--- src/rtl/ptg_pkg.sv ---
`timescale 1ns/1ps
package ptg_pkg;
  localparam int POS_W   = 11;
  localparam int BYTE_W  = 8;
  localparam int HI_W    = POS_W - BYTE_W;
  localparam int NUM_POS = 12;

  // Position indices; the index order fixes the byte-pair address map
  localparam int IDX_LINE_MAX   = 0;
  localparam int IDX_HS_ON      = 1;
  localparam int IDX_HS_OFF     = 2;
  localparam int IDX_DE_ON      = 3;
  localparam int IDX_DE_OFF     = 4;
  localparam int IDX_ACT_ON     = 5;
  localparam int IDX_ACT_OFF    = 6;
  localparam int IDX_VS_END_LN  = 7;
  localparam int IDX_VS_END_PX  = 8;
  localparam int IDX_FRAME_MAX  = 9;
  localparam int IDX_VDE_ON     = 10;
  localparam int IDX_VDE_OFF    = 11;

  typedef logic [POS_W-1:0] pos_t;
  typedef logic [NUM_POS-1:0][POS_W-1:0] cfg_vec_t;

  // Strobes and counts passed from control to datapath
  typedef struct packed {
    pos_t hCnt;
    pos_t vCnt;
    logic lineWrap;
    logic frameWrap;
  } ptg_strobe_t;

  function automatic pos_t resetPos(input int idx);
    case (idx)
      IDX_LINE_MAX:  return POS_W'(63);
      IDX_HS_ON:     return POS_W'(4);
      IDX_HS_OFF:    return POS_W'(12);
      IDX_DE_ON:     return POS_W'(16);
      IDX_DE_OFF:    return POS_W'(56);
      IDX_ACT_ON:    return POS_W'(20);
      IDX_ACT_OFF:   return POS_W'(52);
      IDX_VS_END_LN: return POS_W'(2);
      IDX_VS_END_PX: return POS_W'(30);
      IDX_FRAME_MAX: return POS_W'(15);
      IDX_VDE_ON:    return POS_W'(3);
      IDX_VDE_OFF:   return POS_W'(13);
      default:       return '0;
    endcase
  endfunction

  function automatic cfg_vec_t resetCfg();
    cfg_vec_t c;
    for (int i = 0; i < NUM_POS; i++) c[i] = resetPos(i);
    return c;
  endfunction

  // Half-open window test; an empty or inverted window never matches
  function automatic logic inSpan(input pos_t p, input pos_t on, input pos_t off);
    return (on < off) && (p >= on) && (p < off);
  endfunction
endpackage

--- src/rtl/ptg_regs.sv ---
`timescale 1ns/1ps
module ptg_regs
  import ptg_pkg::*;
#(
  parameter int ADDR_W    = 8,
  parameter int BASE_ADDR = 218
) (
  input  logic              clk,
  input  logic              rst,
  input  logic              wrEn,
  input  logic [ADDR_W-1:0] wrAddr,
  input  logic [BYTE_W-1:0] wrData,
  input  logic              loadEn,
  output cfg_vec_t          activeCfg
);
  localparam int SPAN  = 2 * NUM_POS;
  localparam int IDX_W = $clog2(NUM_POS);
  localparam int OFF_W = ADDR_W + 1;

  logic [OFF_W-1:0] addrExt;
  logic [OFF_W-1:0] offset;
  logic             hit;
  logic [IDX_W-1:0] wrIdx;
  logic             wrHigh;
  pos_t             stageArr [NUM_POS];
  cfg_vec_t         stageCfg;

  assign addrExt = {1'b0, wrAddr};
  assign offset  = addrExt - OFF_W'(BASE_ADDR);
  assign hit     = wrEn && (addrExt >= OFF_W'(BASE_ADDR)) && (offset < OFF_W'(SPAN));
  assign wrIdx   = offset[IDX_W:1];
  assign wrHigh  = offset[0];

  for (genvar k = 0; k < NUM_POS; k++) begin : g_stage
    always_ff @(posedge clk) begin
      if (rst) begin
        stageArr[k] <= resetPos(k);
      end else if (hit && (wrIdx == IDX_W'(k))) begin
        if (wrHigh) stageArr[k][POS_W-1:BYTE_W] <= wrData[HI_W-1:0];
        else        stageArr[k][BYTE_W-1:0]     <= wrData;
      end
    end
    assign stageCfg[k] = stageArr[k];
  end

  // Working set switches as a whole on the frame wrap
  always_ff @(posedge clk) begin
    if (rst)         activeCfg <= resetCfg();
    else if (loadEn) activeCfg <= stageCfg;
  end
endmodule

--- src/rtl/ptg_ctrl.sv ---
`timescale 1ns/1ps
module ptg_ctrl
  import ptg_pkg::*;
(
  input  logic        clk,
  input  logic        rst,
  input  pos_t        lineMax,
  input  pos_t        frameMax,
  output ptg_strobe_t strobes
);
  pos_t hCnt;
  pos_t vCnt;
  logic lineEnd;
  logic frameEnd;

  assign lineEnd  = (hCnt >= lineMax);
  assign frameEnd = lineEnd && (vCnt >= frameMax);

  always_ff @(posedge clk) begin
    if (rst) begin
      hCnt <= '0;
      vCnt <= '0;
    end else if (lineEnd) begin
      hCnt <= '0;
      vCnt <= frameEnd ? '0 : vCnt + POS_W'(1);
    end else begin
      hCnt <= hCnt + POS_W'(1);
    end
  end

  always_comb begin
    strobes.hCnt      = hCnt;
    strobes.vCnt      = vCnt;
    strobes.lineWrap  = lineEnd && !rst;
    strobes.frameWrap = frameEnd && !rst;
  end
endmodule

--- src/rtl/ptg_datapath.sv ---
`timescale 1ns/1ps
module ptg_datapath
  import ptg_pkg::*;
(
  input  logic        clk,
  input  logic        rst,
  input  ptg_strobe_t strobes,
  input  cfg_vec_t    cfg,
  output logic        hSync,
  output logic        vSync,
  output logic        dataEn,
  output logic        activeVid,
  output pos_t        pixCount,
  output pos_t        lineCount
);
  localparam int NUM_WIN = 3;
  localparam int WIN_ON  [NUM_WIN] = '{IDX_HS_ON,  IDX_DE_ON,  IDX_ACT_ON};
  localparam int WIN_OFF [NUM_WIN] = '{IDX_HS_OFF, IDX_DE_OFF, IDX_ACT_OFF};

  logic [NUM_WIN-1:0] hWin;
  logic               vDeLine;
  logic               vsNext;

  for (genvar w = 0; w < NUM_WIN; w++) begin : g_hwin
    assign hWin[w] = inSpan(strobes.hCnt, cfg[WIN_ON[w]], cfg[WIN_OFF[w]]);
  end

  assign vDeLine = inSpan(strobes.vCnt, cfg[IDX_VDE_ON], cfg[IDX_VDE_OFF]);

  // Lexicographic compare of (line, pixel) against the programmed end point
  assign vsNext = (strobes.vCnt < cfg[IDX_VS_END_LN]) ||
                  ((strobes.vCnt == cfg[IDX_VS_END_LN]) &&
                   (strobes.hCnt < cfg[IDX_VS_END_PX]));

  always_ff @(posedge clk) begin
    if (rst) begin
      hSync     <= 1'b0;
      vSync     <= 1'b0;
      dataEn    <= 1'b0;
      activeVid <= 1'b0;
      pixCount  <= '0;
      lineCount <= '0;
    end else begin
      hSync     <= hWin[0];
      vSync     <= vsNext;
      dataEn    <= hWin[1] && vDeLine;
      activeVid <= hWin[2] && vDeLine;
      pixCount  <= strobes.hCnt;
      lineCount <= strobes.vCnt;
    end
  end
endmodule

--- src/rtl/panel_timing_gen.sv ---
`timescale 1ns/1ps
module panel_timing_gen
  import ptg_pkg::*;
#(
  parameter int ADDR_W    = 8,
  parameter int BASE_ADDR = 218
) (
  input  logic              clk,
  input  logic              rst,
  input  logic              regWrEn,
  input  logic [ADDR_W-1:0] regAddr,
  input  logic [7:0]        regWrData,
  output logic              hSync,
  output logic              vSync,
  output logic              dataEn,
  output logic              activeVid,
  output logic [10:0]       pixCount,
  output logic [10:0]       lineCount
);
  cfg_vec_t    activeCfg;
  ptg_strobe_t strobes;

  ptg_regs #(.ADDR_W(ADDR_W), .BASE_ADDR(BASE_ADDR)) i_regs (
    .clk       (clk),
    .rst       (rst),
    .wrEn      (regWrEn),
    .wrAddr    (regAddr),
    .wrData    (regWrData),
    .loadEn    (strobes.frameWrap),
    .activeCfg (activeCfg)
  );

  ptg_ctrl i_ctrl (
    .clk      (clk),
    .rst      (rst),
    .lineMax  (activeCfg[IDX_LINE_MAX]),
    .frameMax (activeCfg[IDX_FRAME_MAX]),
    .strobes  (strobes)
  );

  ptg_datapath i_dp (
    .clk       (clk),
    .rst       (rst),
    .strobes   (strobes),
    .cfg       (activeCfg),
    .hSync     (hSync),
    .vSync     (vSync),
    .dataEn    (dataEn),
    .activeVid (activeVid),
    .pixCount  (pixCount),
    .lineCount (lineCount)
  );
endmodule

--- config.mk ---
export PLATFORM = sky130hd
export DESIGN_NAME = panel_timing_gen
export DESIGN_NICKNAME = d
export VERILOG_FILES = /design/src/rtl/ptg_pkg.sv /design/src/rtl/ptg_regs.sv /design/src/rtl/ptg_ctrl.sv /design/src/rtl/ptg_datapath.sv /design/src/rtl/panel_timing_gen.sv
export SDC_FILE = /design/constraint.sdc
export NUM_CORES = 1
export LEC_CHECK = 0
export ABC_AREA = 1
export CORE_ASPECT_RATIO = 0.8
export CORE_MARGIN = 5
export CORE_UTILIZATION = 62
export CTS_CLUSTER_DIAMETER = 50
export DETAILED_ROUTE_END_ITERATION = 8
export GPL_TIMING_DRIVEN = 0
export PLACE_DENSITY = 0.78
export SKIP_LAST_GASP = 1
export SYNTH_ARGS = -nofsm -noshare
export SYNTH_HDL_FRONTEND = slang
export SYNTH_SLANG_ARGS = --single-unit
--- constraint.sdc ---
create_clock -name clk -period 2.9 [get_ports clk]
set_input_delay 0.58 -clock clk [delete_from_list [all_inputs] [get_ports clk]]
set_output_delay 0.58 -clock clk [all_outputs]
set_load 0.1 [all_outputs]
==> summary.md <==
| Metric | Value |
|---|---|
| Cell count after synthesis | `2003` |
| Syn Nets | `2191` |
| N_diodes | `0` |
| Largest family of logic cells by synthesized area | `simple AND/OR/NAND/NOR gates` |
| Synth top area share | `24.40%` |
| Die area | `29550 µm²` |
| Maxcap violations | `0` |
| Register area | `7579 µm²` |
| CP Capture Type | `flop` |
| Critical path class | `reg -> reg` |
| Crit path required time | `3.34 ns` |
| Tmin final | `2.810 ns` |
| Largest net degree at the start of global routing | `15` |
| Metal3 WL | `4.552 mm` |
| Chip Height | `154.8 µm` |
| Htree depth | `2` |
| DP HPWL | `31.98 mm` |
| Starting Density | `62.32%` |
| Mux share of post-synthesis cell area | `0%` |
| Worst vdd ir | `0.4382 mV` |
| Vias per inst | `5.579` |
| Worst Path Max Fanout | `10` |
| Design Area, Final | `18220 µm²` |
| Clock Path Buffers | `3` |
| Highest routed layer | `met4` |
| Top-count cell post-synth | `nand2_1` |
| Post-Synth Adder-Cell Area | `13.02%` |
| Final Setup Violations | `0` |
| Post-synth EDFFs | `132` |
| Core ar. | `26060 µm²` |
| RSZ-0062 raised after global routing | `yes` |
| Post-Synth XOR/XNOR Area | `0.3775%` |
| Cell Area, Placed | `17100 µm²` |
| Setup Skew | `0.02510 ns` |
| Area leader, netlist | `edfxtp_1` |
| Crit start category | `flop` |
| Synth Area in Compound Gates | `3.420%` |
| Fin crit share | `96.91%` |
| Top cells by count, synth | `nand2_1, inv_1, nand3_1, nor2_1, dfxtp_1` |
| Least-Margin Pin Slew | `1.204 ns` |
| Worst slew margin | `19.73%` |
| Area of the multi-input gates | `7217 µm²` |
| Sequential share of the synthesized area | `46.59%` |
| Final ANT Viol Nets | `0` |
| First-pass GRT wire length | `66.96 mm` |
| Place WS | `-0.3020 ns` |
| Status | `completed` |
| Root buf cell | `clkbuf_16` |
| Met2 wire len | `18.56 mm` |
| Cells after DPL | `2401` |
| Avg Synthesized Cell Area | `8.109 µm²` |
| Routed wire length | `43.30 mm` |
| Clock slew seen by the registers of the worst setup and hold paths | `0.06 ns` |
| Hold Path Class | `reg -> reg` |
| Row cnt | `53` |
| Fin nets | `2269` |
| M1 WL | `18.58 mm` |
| First DRT Iteration DRCs | `1375` |
| Fin cells | `2464` |
| Yosys cell types | `36` |
| Fin. max-slew vios | `0` |
| Cts bufs inserted | `34` |
| I/O Pins | `45` |
| Setup ws final | `0.08952 ns` |
| DRC Markers | `0` |
| Crit path arrival time | `3.25 ns` |
| Vias in the first global route | `12700` |
| Synth Flop Type | `dfxtp_1` |
| Yosys warns | `0` |
| Fmax | `355.8 MHz` |
| Synthesized area | `16240 µm²` |
| Grt total ovfl | `0` |
| Filler Cells Inserted | `2046` |
| Share of cells above drive strength 1 | `5.885%` |
| Fin. Hold Viols | `0` |
| Asr flop ratio synth | `0%` |
| Synth Area in Simple Gates | `27.57%` |
| PortBufs | `41` |
| Final Wtd Congestion | `0.9892` |
| Tot GR Track Use | `29.07%` |
| Num Clock Sinks | `312` |
| Leakage | `8.534 nW` |
| Worst skew pair latency | `0.53 ns` |
| Die width | `191.0 µm` |
| Synthesis-to-finish area growth | `12.15%` |
| Pre-antenna DRT Iters | `6` |
| Detailed-route via count | `13750` |
| Synth area leaders | `edfxtp_1, dfxtp_1, ha_1, nand2_1, inv_1` |
| Number of antenna violations at the first check in global routing | `0` |
| CTS tree | `yes` |
| Routed wire per std cell | `17.57 µm` |
| Synth Register Bits | `312` |
| Pwr/cell area | `512.4 nW/µm²` |
==> where the power goes <==
part	switching [mW]	total, mW	internal, mW
combinational	0.302	0.384	0.0817
clock	1.77	4.23	2.46
sequential	0.0458	4.72	4.67
==> cell families after synthesis <==
group           count (synthesis)
xor+xnor                        7
simple gates                 1033
buf+inv                       376
compound gates                106
flops                         312
fa+ha+maj                     169
==> layer usage <==
metal	track usage (%)	up-vias
met1	41.68	6350
met4	9.402	0
li1	-	6641
met2	44.63	646
met5	0	-
met3	5.866	109
==> metrics by stage <==
step,setup TNS [ns],power (mW),hold WS (ns),util (%)
after floorplan,0,5.017,0.4119,-
after global placement,-5.404,5.169,0.4146,65.61
after detailed placement,-11.30,5.182,0.4186,65.61
after CTS,0,9.338,0.4291,69.85
after global routing,-0.005231,9.586,0.4356,69.89
final,0,9.333,0.4235,69.89
==> repair_timing <==
action                                  4_1_cts  5_1_grt
hold buffers                                  0        0
resized for setup                             4        7
endpoints found under the setup margin      101      143
buffers inserted                              1        0
pin swaps                                     1        0
==> cells in the final DEF, fill, tap and decap left out, types with 10 or more instances in the layout <==
cell / count
clkbuf_16: 34
nor3_1: 10
edfxtp_1: 132
nand4_1: 63
clkdlybuf4s50_1: 41
nand2_1: 510
nor2_2: 13
inv_1: 288
dfxtp_1: 171
clkbuf_1: 62
ha_1: 169
nor2_1: 204
buf_2: 19
o21ai_0: 15
nand3_1: 208
a21oi_1: 78
==> flip-flops by register name, indices dropped and copies added, names as in the netlist <==
register,flops
i_dp.activeVid,1
i_dp.lineCount,11
i_regs.stageArr,132
i_dp.dataEn,1
i_dp.hSync,1
i_dp.vSync,1
i_ctrl.hCnt,11
i_dp.pixCount,11
i_regs.activeCfg,132
i_ctrl.vCnt,11
==> worst max-delay path: stages (launching register included) <==
cell	delay (ns)
dfxtp_1	0.74
ha_1	0.36
nand4_1	0.11
inv_1	0.06
nand3_2	0.16
nand3_1	0.20
nand2_4	0.22
buf_2	0.37
nand2_1	0.27
a21oi_1	0.20
==> layout make-up <==
type | count | share of cell area (%)
Multi-Input combinational cell | 1315 | 39.62
Sequential cell | 312 | 41.61
Clock buffer | 49 | 5.145
Buffer | 80 | 1.944
Tap cell | 357 | 2.452
Timing Repair Buffer | 42 | 2.294
Clock inverter | 13 | 0.8380
Inverter | 296 | 6.100
==> worst paths after layout <==
check                          endpoint  cells after the start                    from  slack (ns)
setup / recovery         i_ctrl.vCnt[0]                      9          i_ctrl.hCnt[3]        0.09
hold / removal    i_regs.activeCfg[129]                      2  i_regs.stageArr[2][41]        0.42
setup reg to reg         i_ctrl.vCnt[0]                      9          i_ctrl.hCnt[3]        0.09
hold reg to reg   i_regs.activeCfg[129]                      2  i_regs.stageArr[2][41]        0.42
Note: power is estimated with default switching activity, not from simulation.
